## src/rtl/irq_arb_pkg.sv

```systemverilog
package irq_arb_pkg;
    typedef enum logic [0:0] {
        ST_IDLE    = 1'b0,
        ST_PRESENT = 1'b1
    } arb_state_e;
endpackage

```

## src/rtl/irq_arb_select.sv

```systemverilog
module irq_arb_select #(
    parameter int NUM_SRC = 16,
    parameter int PRIO_W  = 4,
    parameter int VEC_W   = 4
) (
    input  logic [NUM_SRC-1:0]        req_i,
    input  logic [NUM_SRC*PRIO_W-1:0] prio_cfg_i,
    output logic                      found_o,
    output logic [VEC_W-1:0]          idx_o,
    output logic [PRIO_W-1:0]         prio_o
);
    // Ascending scan with strict compare: the lowest index keeps a tie.
    // Level 0 can never win because nothing is strictly above 0.
    always_comb begin
        found_o = 1'b0;
        idx_o   = '0;
        prio_o  = '0;
        for (int i = 0; i < NUM_SRC; i++) begin
            if (req_i[i] && (prio_cfg_i[i*PRIO_W +: PRIO_W] > prio_o)) begin
                found_o = 1'b1;
                idx_o   = VEC_W'(i);
                prio_o  = prio_cfg_i[i*PRIO_W +: PRIO_W];
            end
        end
    end
endmodule

```

## src/rtl/irq_arb_prio_stack.sv

```systemverilog
module irq_arb_prio_stack #(
    parameter int PRIO_W = 4,
    parameter int DEPTH  = 16
) (
    input  logic              clk,
    input  logic              rst_n,
    input  logic              push_i,
    input  logic              pop_i,
    input  logic [PRIO_W-1:0] new_prio_i,
    output logic [PRIO_W-1:0] cur_o,
    output logic              err_o
);
    localparam int AW  = (DEPTH > 1) ? $clog2(DEPTH) : 1;
    localparam int SPW = $clog2(DEPTH + 1);

    logic [PRIO_W-1:0] saved_q [DEPTH];
    logic [SPW-1:0]    sp_q;
    logic [SPW-1:0]    sp_dec;

    assign sp_dec = sp_q - SPW'(1);

    always_ff @(posedge clk) begin
        if (push_i) begin
            saved_q[sp_q[AW-1:0]] <= cur_o;
        end
    end

    always_ff @(posedge clk) begin
        if (!rst_n) begin
            sp_q  <= '0;
            cur_o <= '0;
            err_o <= 1'b0;
        end else if (push_i) begin
            sp_q  <= sp_q + SPW'(1);
            cur_o <= new_prio_i;
        end else if (pop_i) begin
            if (sp_q == '0) begin
                cur_o <= '0;
                err_o <= 1'b1;
            end else begin
                sp_q  <= sp_dec;
                cur_o <= saved_q[sp_dec[AW-1:0]];
            end
        end
    end

    assert_no_overflow_R11: assert property (@(posedge clk) disable iff (!rst_n)
        push_i |-> (sp_q < SPW'(DEPTH)));
    assert_empty_pop_R9: assert property (@(posedge clk) disable iff (!rst_n)
        (pop_i && !push_i && sp_q == '0) |=> (err_o && cur_o == '0));
    assert_err_sticky_R9: assert property (@(posedge clk) disable iff (!rst_n)
        err_o |=> err_o);
    assert_push_pop_excl_R10: assert property (@(posedge clk) disable iff (!rst_n)
        !(push_i && pop_i));
endmodule

```

## src/rtl/prio_irq_arbiter.sv

```systemverilog
module prio_irq_arbiter #(
    parameter int NUM_SRC = 16,
    parameter int PRIO_W  = 4
) (
    input  logic                                  clk,
    input  logic                                  rst_n,
    input  logic [NUM_SRC-1:0]                    req_i,
    input  logic [NUM_SRC*PRIO_W-1:0]             prio_cfg_i,
    input  logic                                  ack_i,
    input  logic                                  eoi_i,
    output logic                                  irq_o,
    output logic [$clog2(NUM_SRC)-1:0]            vec_o,
    output logic [PRIO_W-1:0]                     cur_prio_o,
    output logic                                  err_o
);
    import irq_arb_pkg::*;

    localparam int VEC_W   = $clog2(NUM_SRC);
    localparam int NUM_LVL = 1 << PRIO_W;

    arb_state_e        state_q, state_d;
    logic              found;
    logic [VEC_W-1:0]  best_idx;
    logic [PRIO_W-1:0] best_prio;
    logic [PRIO_W-1:0] prio_q;
    logic              take, accept, pop;

    irq_arb_select #(.NUM_SRC(NUM_SRC), .PRIO_W(PRIO_W), .VEC_W(VEC_W)) u_select (
        .req_i      (req_i),
        .prio_cfg_i (prio_cfg_i),
        .found_o    (found),
        .idx_o      (best_idx),
        .prio_o     (best_prio)
    );

    assign take   = found && (best_prio > cur_prio_o);
    assign accept = (state_q == ST_PRESENT) && ack_i;
    assign pop    = eoi_i && !accept;
    assign irq_o  = (state_q == ST_PRESENT);

    irq_arb_prio_stack #(.PRIO_W(PRIO_W), .DEPTH(NUM_LVL)) u_stack (
        .clk        (clk),
        .rst_n      (rst_n),
        .push_i     (accept),
        .pop_i      (pop),
        .new_prio_i (prio_q),
        .cur_o      (cur_prio_o),
        .err_o      (err_o)
    );

    // Next state: SELECT, ACCEPT, WITHDRAW
    always_comb begin
        state_d = state_q;
        unique case (state_q)
            ST_IDLE: begin
                if (take) state_d = ST_PRESENT;
            end
            ST_PRESENT: begin
                if (ack_i)              state_d = ST_IDLE;
                else if (!req_i[vec_o]) state_d = ST_IDLE;
            end
            default: state_d = ST_IDLE;
        endcase
    end

    always_ff @(posedge clk) begin
        if (!rst_n) state_q <= ST_IDLE;
        else        state_q <= state_d;
    end

    // Offered vector and level: captured on SELECT, held while PRESENT
    always_ff @(posedge clk) begin
        if (!rst_n) begin
            vec_o  <= '0;
            prio_q <= '0;
        end else if (state_q == ST_IDLE && take) begin
            vec_o  <= best_idx;
            prio_q <= best_prio;
        end
    end

    assert_beats_cur_R2: assert property (@(posedge clk) disable iff (!rst_n)
        irq_o |-> (prio_q > cur_prio_o));
    assert_hold_vec_R6: assert property (@(posedge clk) disable iff (!rst_n)
        (irq_o && !ack_i && req_i[vec_o]) |=> (irq_o && $stable(vec_o)));
    assert_withdraw_R6: assert property (@(posedge clk) disable iff (!rst_n)
        (irq_o && !ack_i && !req_i[vec_o]) |=> !irq_o);
    assert_accept_R7: assert property (@(posedge clk) disable iff (!rst_n)
        (irq_o && ack_i) |=> (!irq_o && cur_prio_o == $past(prio_q)));
endmodule

```

## config.mk

```make
export PLATFORM = sky130hd
export DESIGN_NAME = prio_irq_arbiter
export DESIGN_NICKNAME = d
export VERILOG_FILES = /design/src/rtl/irq_arb_pkg.sv /design/src/rtl/irq_arb_select.sv /design/src/rtl/irq_arb_prio_stack.sv /design/src/rtl/prio_irq_arbiter.sv
export SDC_FILE = /design/constraint.sdc
export NUM_CORES = 1
export LEC_CHECK = 0
export BUFFER_PORTS_ARGS = -buffer_cell sky130_fd_sc_hd__buf_2
export CAP_MARGIN = 20
export CORE_ASPECT_RATIO = 0.7
export CORE_MARGIN = 2
export CORE_UTILIZATION = 43
export CTS_BUF_LIST = sky130_fd_sc_hd__clkbuf_16
export CTS_CLUSTER_SIZE = 28
export DETAILED_ROUTE_END_ITERATION = 12
export HOLD_SLACK_MARGIN = 0.12
export SLEW_MARGIN = 30
export SYNTH_ARGS = -nofsm -noshare
export SYNTH_HDL_FRONTEND = slang
export SYNTH_SLANG_ARGS = --single-unit
```

## constraint.sdc

```tcl
create_clock -name clk -period 39.3 [get_ports clk]
set_input_delay 7.86 -clock clk [delete_from_list [all_inputs] [get_ports clk]]
set_output_delay 7.86 -clock clk [all_outputs]
set_load 0.005 [all_outputs]
```

==> flow_metrics.env, run 1 <==
export IMPL_fin_ws_ns=2.350
export IMPL_synth_top_area_share_pct=27.46
export IMPL_cp_start_kind="input pin"
export IMPL_grt_pass1_wl_mm=30.15
export IMPL_start_util_pct=44.60
export IMPL_reg2reg_to="u_stack.cur_o[0]"
export IMPL_rows=38
export IMPL_drc_errors=0
export IMPL_setup_worst_path_end_class="flip-flop"
export IMPL_ctsResizeCount=0
export IMPL_synth_area_leaders="edfxtp_1, ha_1, mux4_2"
export IMPL_final_cell_count_no_fill=1014
export IMPL_synth_common_cells="inv_1, edfxtp_1, ha_1, nand2_1, nor2_1"
export IMPL_hold_buffers=0
export IMPL_dieArea_um2=17330
export IMPL_drive_gt1_share_pct=23.96
export IMPL_viasPerCell=5.878
export IMPL_ys_types=79
export IMPL_num_vias=5960
export IMPL_r2r_slack_ns=36.48
export IMPL_gp_congestion=0.9419
export IMPL_r2r_cells=8
export IMPL_synth_main_ff_cell="edfxtp_1"
export IMPL_status="finished clean"
export IMPL_synthAdderAreaFrac_pct=10.44
export IMPL_clk_path_buf_depth=2
export IMPL_hold_depth=2
export IMPL_cts_clk_slew_worst_paths_ns=0.06
export IMPL_finalNetCount=949
export IMPL_setup_viol=0
export IMPL_drt_iter0_drc=345
export IMPL_num_antenna_cells=0
export IMPL_yosysSeqAreaShare_pct=32.90
export IMPL_hp_class="flip-flop to flip-flop"
export IMPL_chipWidth_um=156.5
export IMPL_preCtsSetupSlack_ns=2.077
export IMPL_final_max_slew_viol_count=0
export IMPL_hold_viol=0
export IMPL_clock_skew_final_ns=0.009086
export IMPL_cp_startpoint="req_i[0]"
export IMPL_die_y_um=110.7
export IMPL_clock_sinks=83
export IMPL_relSlewSlack_pct=44.78
export IMPL_post_cts_setup_buffers=0
export IMPL_criticalPathCategory="input pin to flip-flop"
export IMPL_grt_pass1_vias=5823
export IMPL_yosys_area_share_simple_pct=15.39
export IMPL_yosys_warnings=0
export IMPL_grt_remaining_overflow=0
export IMPL_critPathArrivalTime_ns=37.19
export IMPL_ys_ff_latch=83
export IMPL_wl_mm=18.48
export IMPL_min_from="prio_q[2]"
export IMPL_routedWlPerCell_um=18.22
export IMPL_critPathSlowestCell="o211ai_1"
export IMPL_cts_tree="built"
export IMPL_syn_avg_cell_area_um2=9.692
export IMPL_critPathMaxFanout=13
export IMPL_fmax_mhz=27.06
export IMPL_grt_total_usage_pct=21.80
export IMPL_cts_root_buf="clkbuf_16"
export IMPL_antenna_found_initial=0
export IMPL_synthesis_area_um2=6998
export IMPL_rsz0062_at_grt="no"
export IMPL_ios=94
export IMPL_worstSkewPairLatency_ns=0.34
export IMPL_grt_max_degree=22
export IMPL_cts_buffers=9
export IMPL_syn_inst=722
export IMPL_synth_top_area_cell="edfxtp_1"
export IMPL_critPathRequiredTime_ns=39.54
export IMPL_placed_area_um2=7651
export IMPL_port_buffers=93
export IMPL_synth_net_count=862
export IMPL_cap_violations=0
export IMPL_rr_startpoint="u_stack.sp_q[1]"
export IMPL_synth_most_common_cell="inv_1"
export IMPL_synth_top_family_by_area="compound AO/OA/AOI/OAI gates"
export IMPL_dr_pass1_iters=5
export IMPL_min_period_ns=36.95
export IMPL_slowest_delay_ns=0.49
export IMPL_tightest_slew_ns=0.8282
export IMPL_finalInstanceArea_um2=7928
export IMPL_antenna_left=0
export IMPL_core_area_um2=15690
export IMPL_dp_hpwl_mm=14.80
export IMPL_synth_compound_area_share_pct=19.11
export IMPL_synthMuxAreaShare_pct=15.30
export IMPL_synth_edff_count=64
export IMPL_critical_path_most_common_cell="ha_1"
export IMPL_min_to="prio_q[2]"
export IMPL_final_setup_tns_ns=0
export IMPL_synthArstFlopShare_pct=0
export IMPL_placedCellCount=998
export IMPL_area_growth_pct=13.28
export IMPL_htreeDepth=3
export IMPL_synth_xor_area_share_pct=1.502
export IMPL_finalCritPeriodShare_pct=94.02
worst max-delay path, delay by kind of cell:
family	cells	cell delay, ns
multiplexers	16	5.27
AND/OR/NAND/NOR	27	4.75
AO/OA/AOI/OAI	62	13.31
adder cells (fa/ha/maj)	19	5.09
buffers and inverters	12	0.90
flip-flops by register name, summed over array words and instances (netlist names):
name and cells:
u_stack.saved_q 64, vec_o 4, u_stack.err_o 1, irq_o 1, u_stack.sp_q 5, prio_q 4
u_stack.cur_o 4
routing by layer:
| layer | vias up | part of all wire (%) | track usage (%) |
|---|---|---|---|
| li1 | 2899 | - | - |
| met3 | 18 | 7.4 | 4.183 |
| met2 | 218 | 40 | 30.93 |
| met5 | - | 0 | 0 |
| met4 | 0 | 0.97 | 4.037 |
| met1 | 2825 | 51 | 34.38 |
per-stage QoR:
stage / hold WS (ns) / utilization (%)
after CTS: 0.4825 / 50.46
after global placement: 0.4600 / 48.72
after global routing: 0.5184 / 50.53
final: 0.4834 / 50.53
after floorplan: 0.4253 / -
after detailed placement: 0.4719 / 48.76
cells by family after synthesis:
kind of cell    Yosys count
mux                      73
buf+inv                  94
xor+xnor                 12
compound gates          193
flops                    83
fa+ha+maj                59
simple gates            208
cells in the final DEF (no fill, tap or decap), drive strengths merged, types with 6 or more instances in the layout:
master	count
a21o	15
a21oi	40
a31oi	11
and2	18
and3	17
buf	97
clkbuf	9
dfxtp	19
edfxtp	64
ha	56
inv	75
mux2	30
mux2i	22
mux4	21
nand2	50
nand3	14
nand4	9
nor2	49
nor2b	9
nor3	12
o211ai	8
o21a	17
o21ai	51
o31ai	6
or2	6
xor2	8
how the worst max path moves through the flow:
stage | end | cells after the start | slack (ns)
6_report | vec_o[2] | 136 | 2.35
5_1_grt | vec_o[2] | 138 | 0.07
4_1_cts | vec_o[2] | 134 | 2.33
3_5_place_dp | vec_o[2] | 134 | 2.08
3_3_place_gp | vec_o[2] | 133 | 2.80
2_1_floorplan | prio_q[1] | 137 | 5.89
final cells by class:
class                      instances  area [um2]
sequential                        83        2302
tap                              200       250.2
fill                            1436        7762
timing repair buffer              97       495.5
inverter                          73       274.0
multi-input combinational        545        4339
clock buffer                       9       225.2
clock inverter                     7       41.29
Power of run 1 is left out: the tool's default activity adds up to more than one toggle a clock period on the data nets, which glitch-free logic cannot reach.
==> run 2, diff against run 1 <==
- SYNTH_HIERARCHICAL: not set -> 1
==> run 2 against run 1 <==
- final cell count rose by 1.9%
- die area rose by 0.69%
- design area rose by 0.47%
- area after synthesis rose by 0.72%
- global-route usage fell by 0.35 points
- non-clock buffer count fell by 3
==> flow_metrics.env, run 2 <==
export IMPL_status="finished clean"
export IMPL_post_cts_setup_buffers=0
export IMPL_hold_viol=0
export IMPL_num_antenna_cells=0
export IMPL_critPathRequiredTime_ns=39.52
export IMPL_grt_pass1_vias=5879
export IMPL_layout_common_cells="buf_2, edfxtp_1, inv_1, ha_1, nand2_1"
export IMPL_htreeDepth=3
export IMPL_syn_inst=717
export IMPL_cap_violations=0
export IMPL_drt_iter0_drc=543
export IMPL_rows=39
export IMPL_dr_pass1_iters=5
export IMPL_critical_path_most_common_cell="ha_1"
export IMPL_num_vias=6137
export IMPL_synth_most_common_cell="edfxtp_1"
export IMPL_grt_max_degree=22
export IMPL_port_buffers=93
export IMPL_cts_root_buf="clkbuf_16"
export IMPL_final_max_slew_viol_count=0
export IMPL_hp_class="flip-flop to flip-flop"
export IMPL_setup_worst_path_end_class="flip-flop"
export IMPL_cts_clk_slew_worst_paths_ns=0.06
export IMPL_grt_pass1_wl_mm=29.85
export IMPL_synthArstFlopShare_pct=0
export IMPL_antenna_found_initial=0
export IMPL_synthesis_area_um2=7048
export IMPL_clk_path_buf_depth=2
export IMPL_wl_mm=18.54
export IMPL_die_y_um=111.1
export IMPL_ctsResizeCount=0
export IMPL_critPathSlowestCell="nor3_1"
export IMPL_relSlewSlack_pct=46.63
export IMPL_synth_main_ff_cell="edfxtp_1"
export IMPL_grt_remaining_overflow=0
export IMPL_dp_hpwl_mm=14.68
export IMPL_largest_reg_flops=64
export IMPL_synth_top_area_cell="edfxtp_1"
export IMPL_hold_buffers=0
export IMPL_clock_sinks=83
export IMPL_tightest_slew_ns=0.7944
export IMPL_yosysSeqAreaShare_pct=32.66
export IMPL_final_common_cell="buf_2"
export IMPL_cts_buffers=9
export IMPL_placedCellCount=1017
export IMPL_min_period_ns=36.17
export IMPL_chipWidth_um=157.0
export IMPL_final_setup_tns_ns=0
export IMPL_routedWlPerCell_um=17.95
export IMPL_viasPerCell=5.941
export IMPL_synth_area_leaders="edfxtp_1, ha_1, mux4_2"
export IMPL_drc_errors=0
export IMPL_synth_net_count=856
export IMPL_clock_skew_final_ns=0.009240
export IMPL_setup_viol=0
export IMPL_synth_edff_count=64
export IMPL_rsz0062_at_grt="no"
export IMPL_final_cell_count_no_fill=1033
export IMPL_antenna_left=0
export IMPL_critPathArrivalTime_ns=36.39
export IMPL_cp_start_kind="input pin"
export IMPL_ys_types=95
export IMPL_ys_ff_latch=83
export IMPL_syn_avg_cell_area_um2=9.830
export IMPL_finalNetCount=942
export IMPL_critPathMaxFanout=13
export IMPL_gp_congestion=0.8978
export IMPL_dieArea_um2=17450
export IMPL_yosys_warnings=6
export IMPL_grt_total_usage_pct=21.45
export IMPL_fmax_mhz=27.64
export IMPL_start_util_pct=43.50
export IMPL_drive_gt1_share_pct=22.40
export IMPL_core_area_um2=16200
export IMPL_synth_common_cells="edfxtp_1, inv_1, ha_1, nand2_1, nor2_1"
export IMPL_slowest_delay_ns=0.58
export IMPL_ios=94
export IMPL_worstSkewPairLatency_ns=0.34
export IMPL_cts_tree="built"
export IMPL_criticalPathCategory="input pin to flip-flop"
export IMPL_finalCritPeriodShare_pct=92.05
export IMPL_synth_top_area_share_pct=27.27
export IMPL_area_growth_pct=13.01
-- run 2: cell count changes in the layout (fill, tap and decap cells not counted), sizes merged, moves of 6 or more --
cell	delta
nor3	+6
and2	-8
nand2b	+6
o21ai	-17
mux2i	+7
a21oi	-6
a211oi	+8
and3	-10
nor2b	+10
mux2	-16
inv	-12
-- run 2: final timing paths --
kind / from / endpoint / slack [ns] / cells after the start
max: req_i[0] / prio_q[1] / 3.13 / 125
min reg2reg: u_stack/err_o / u_stack/err_o / 0.47 / 1
max reg2reg: u_stack/sp_q[0] / u_stack/cur_o[2] / 36.70 / 6
min: u_stack/err_o / u_stack/err_o / 0.47 / 1
-- run 2: routing by layer --
metal | wire length [um] | track usage (%) | share of wire, % | up-vias
met5 | 0 | 0 | 0 | -
met4 | 178 | 4.485 | 0.96 | 0
met3 | 1330 | 3.870 | 7.2 | 16
met2 | 7438 | 30.50 | 40 | 223
met1 | 9594 | 33.71 | 52 | 2963
li1 | - | - | - | 2935
-- run 2: metrics by stage --
| stage | utilization, % | setup slack [ns] | hold WS [ns] | instance area, um2 |
|---|---|---|---|---|
| 6_report | 49.17 | 3.126 | 0.4708 | 7965 |
| 5_1_grt | 49.17 | 0.8399 | 0.4927 | 7965 |
| 4_1_cts | 49.10 | 2.979 | 0.4783 | 7955 |
| 3_5_place_dp | 47.44 | 2.742 | 0.4639 | 7686 |
| 3_3_place_gp | 47.44 | 3.508 | 0.4528 | 7686 |
| 2_1_floorplan | - | 7.030 | 0.4642 | 7048 |
-- run 2: cell type report --
| type | count | area [um2] |
|---|---|---|
| timing repair buffer | 94 | 473.0 |
| clock inverter | 7 | 43.79 |
| fill | 1505 | 8235 |
| tap | 225 | 281.5 |
| clock buffer | 9 | 225.2 |
| multi-input combinational | 554 | 4410 |
| inverter | 61 | 229.0 |
| sequential | 83 | 2302 |
-- run 2: critical path: cells and delay by family --
kind	cells	cell delay [ns]
adder cells (fa/ha/maj)	16	4.58
multiplexers	8	2.86
AND/OR/NAND/NOR	40	7.68
AO/OA/AOI/OAI	54	12.82
buffers and inverters	7	0.56
-- run 2: logic make-up after synthesis --
family                   synth area share (%)
buffers and inverters                   4.900
adder cells (fa/ha/maj)                 9.764
AND/OR/NAND/NOR                         17.33
AO/OA/AOI/OAI                           21.62
multiplexers                            12.59
flip-flops                              32.66
XOR/XNOR                                1.136
Power of run 2 is left out for the same reason.
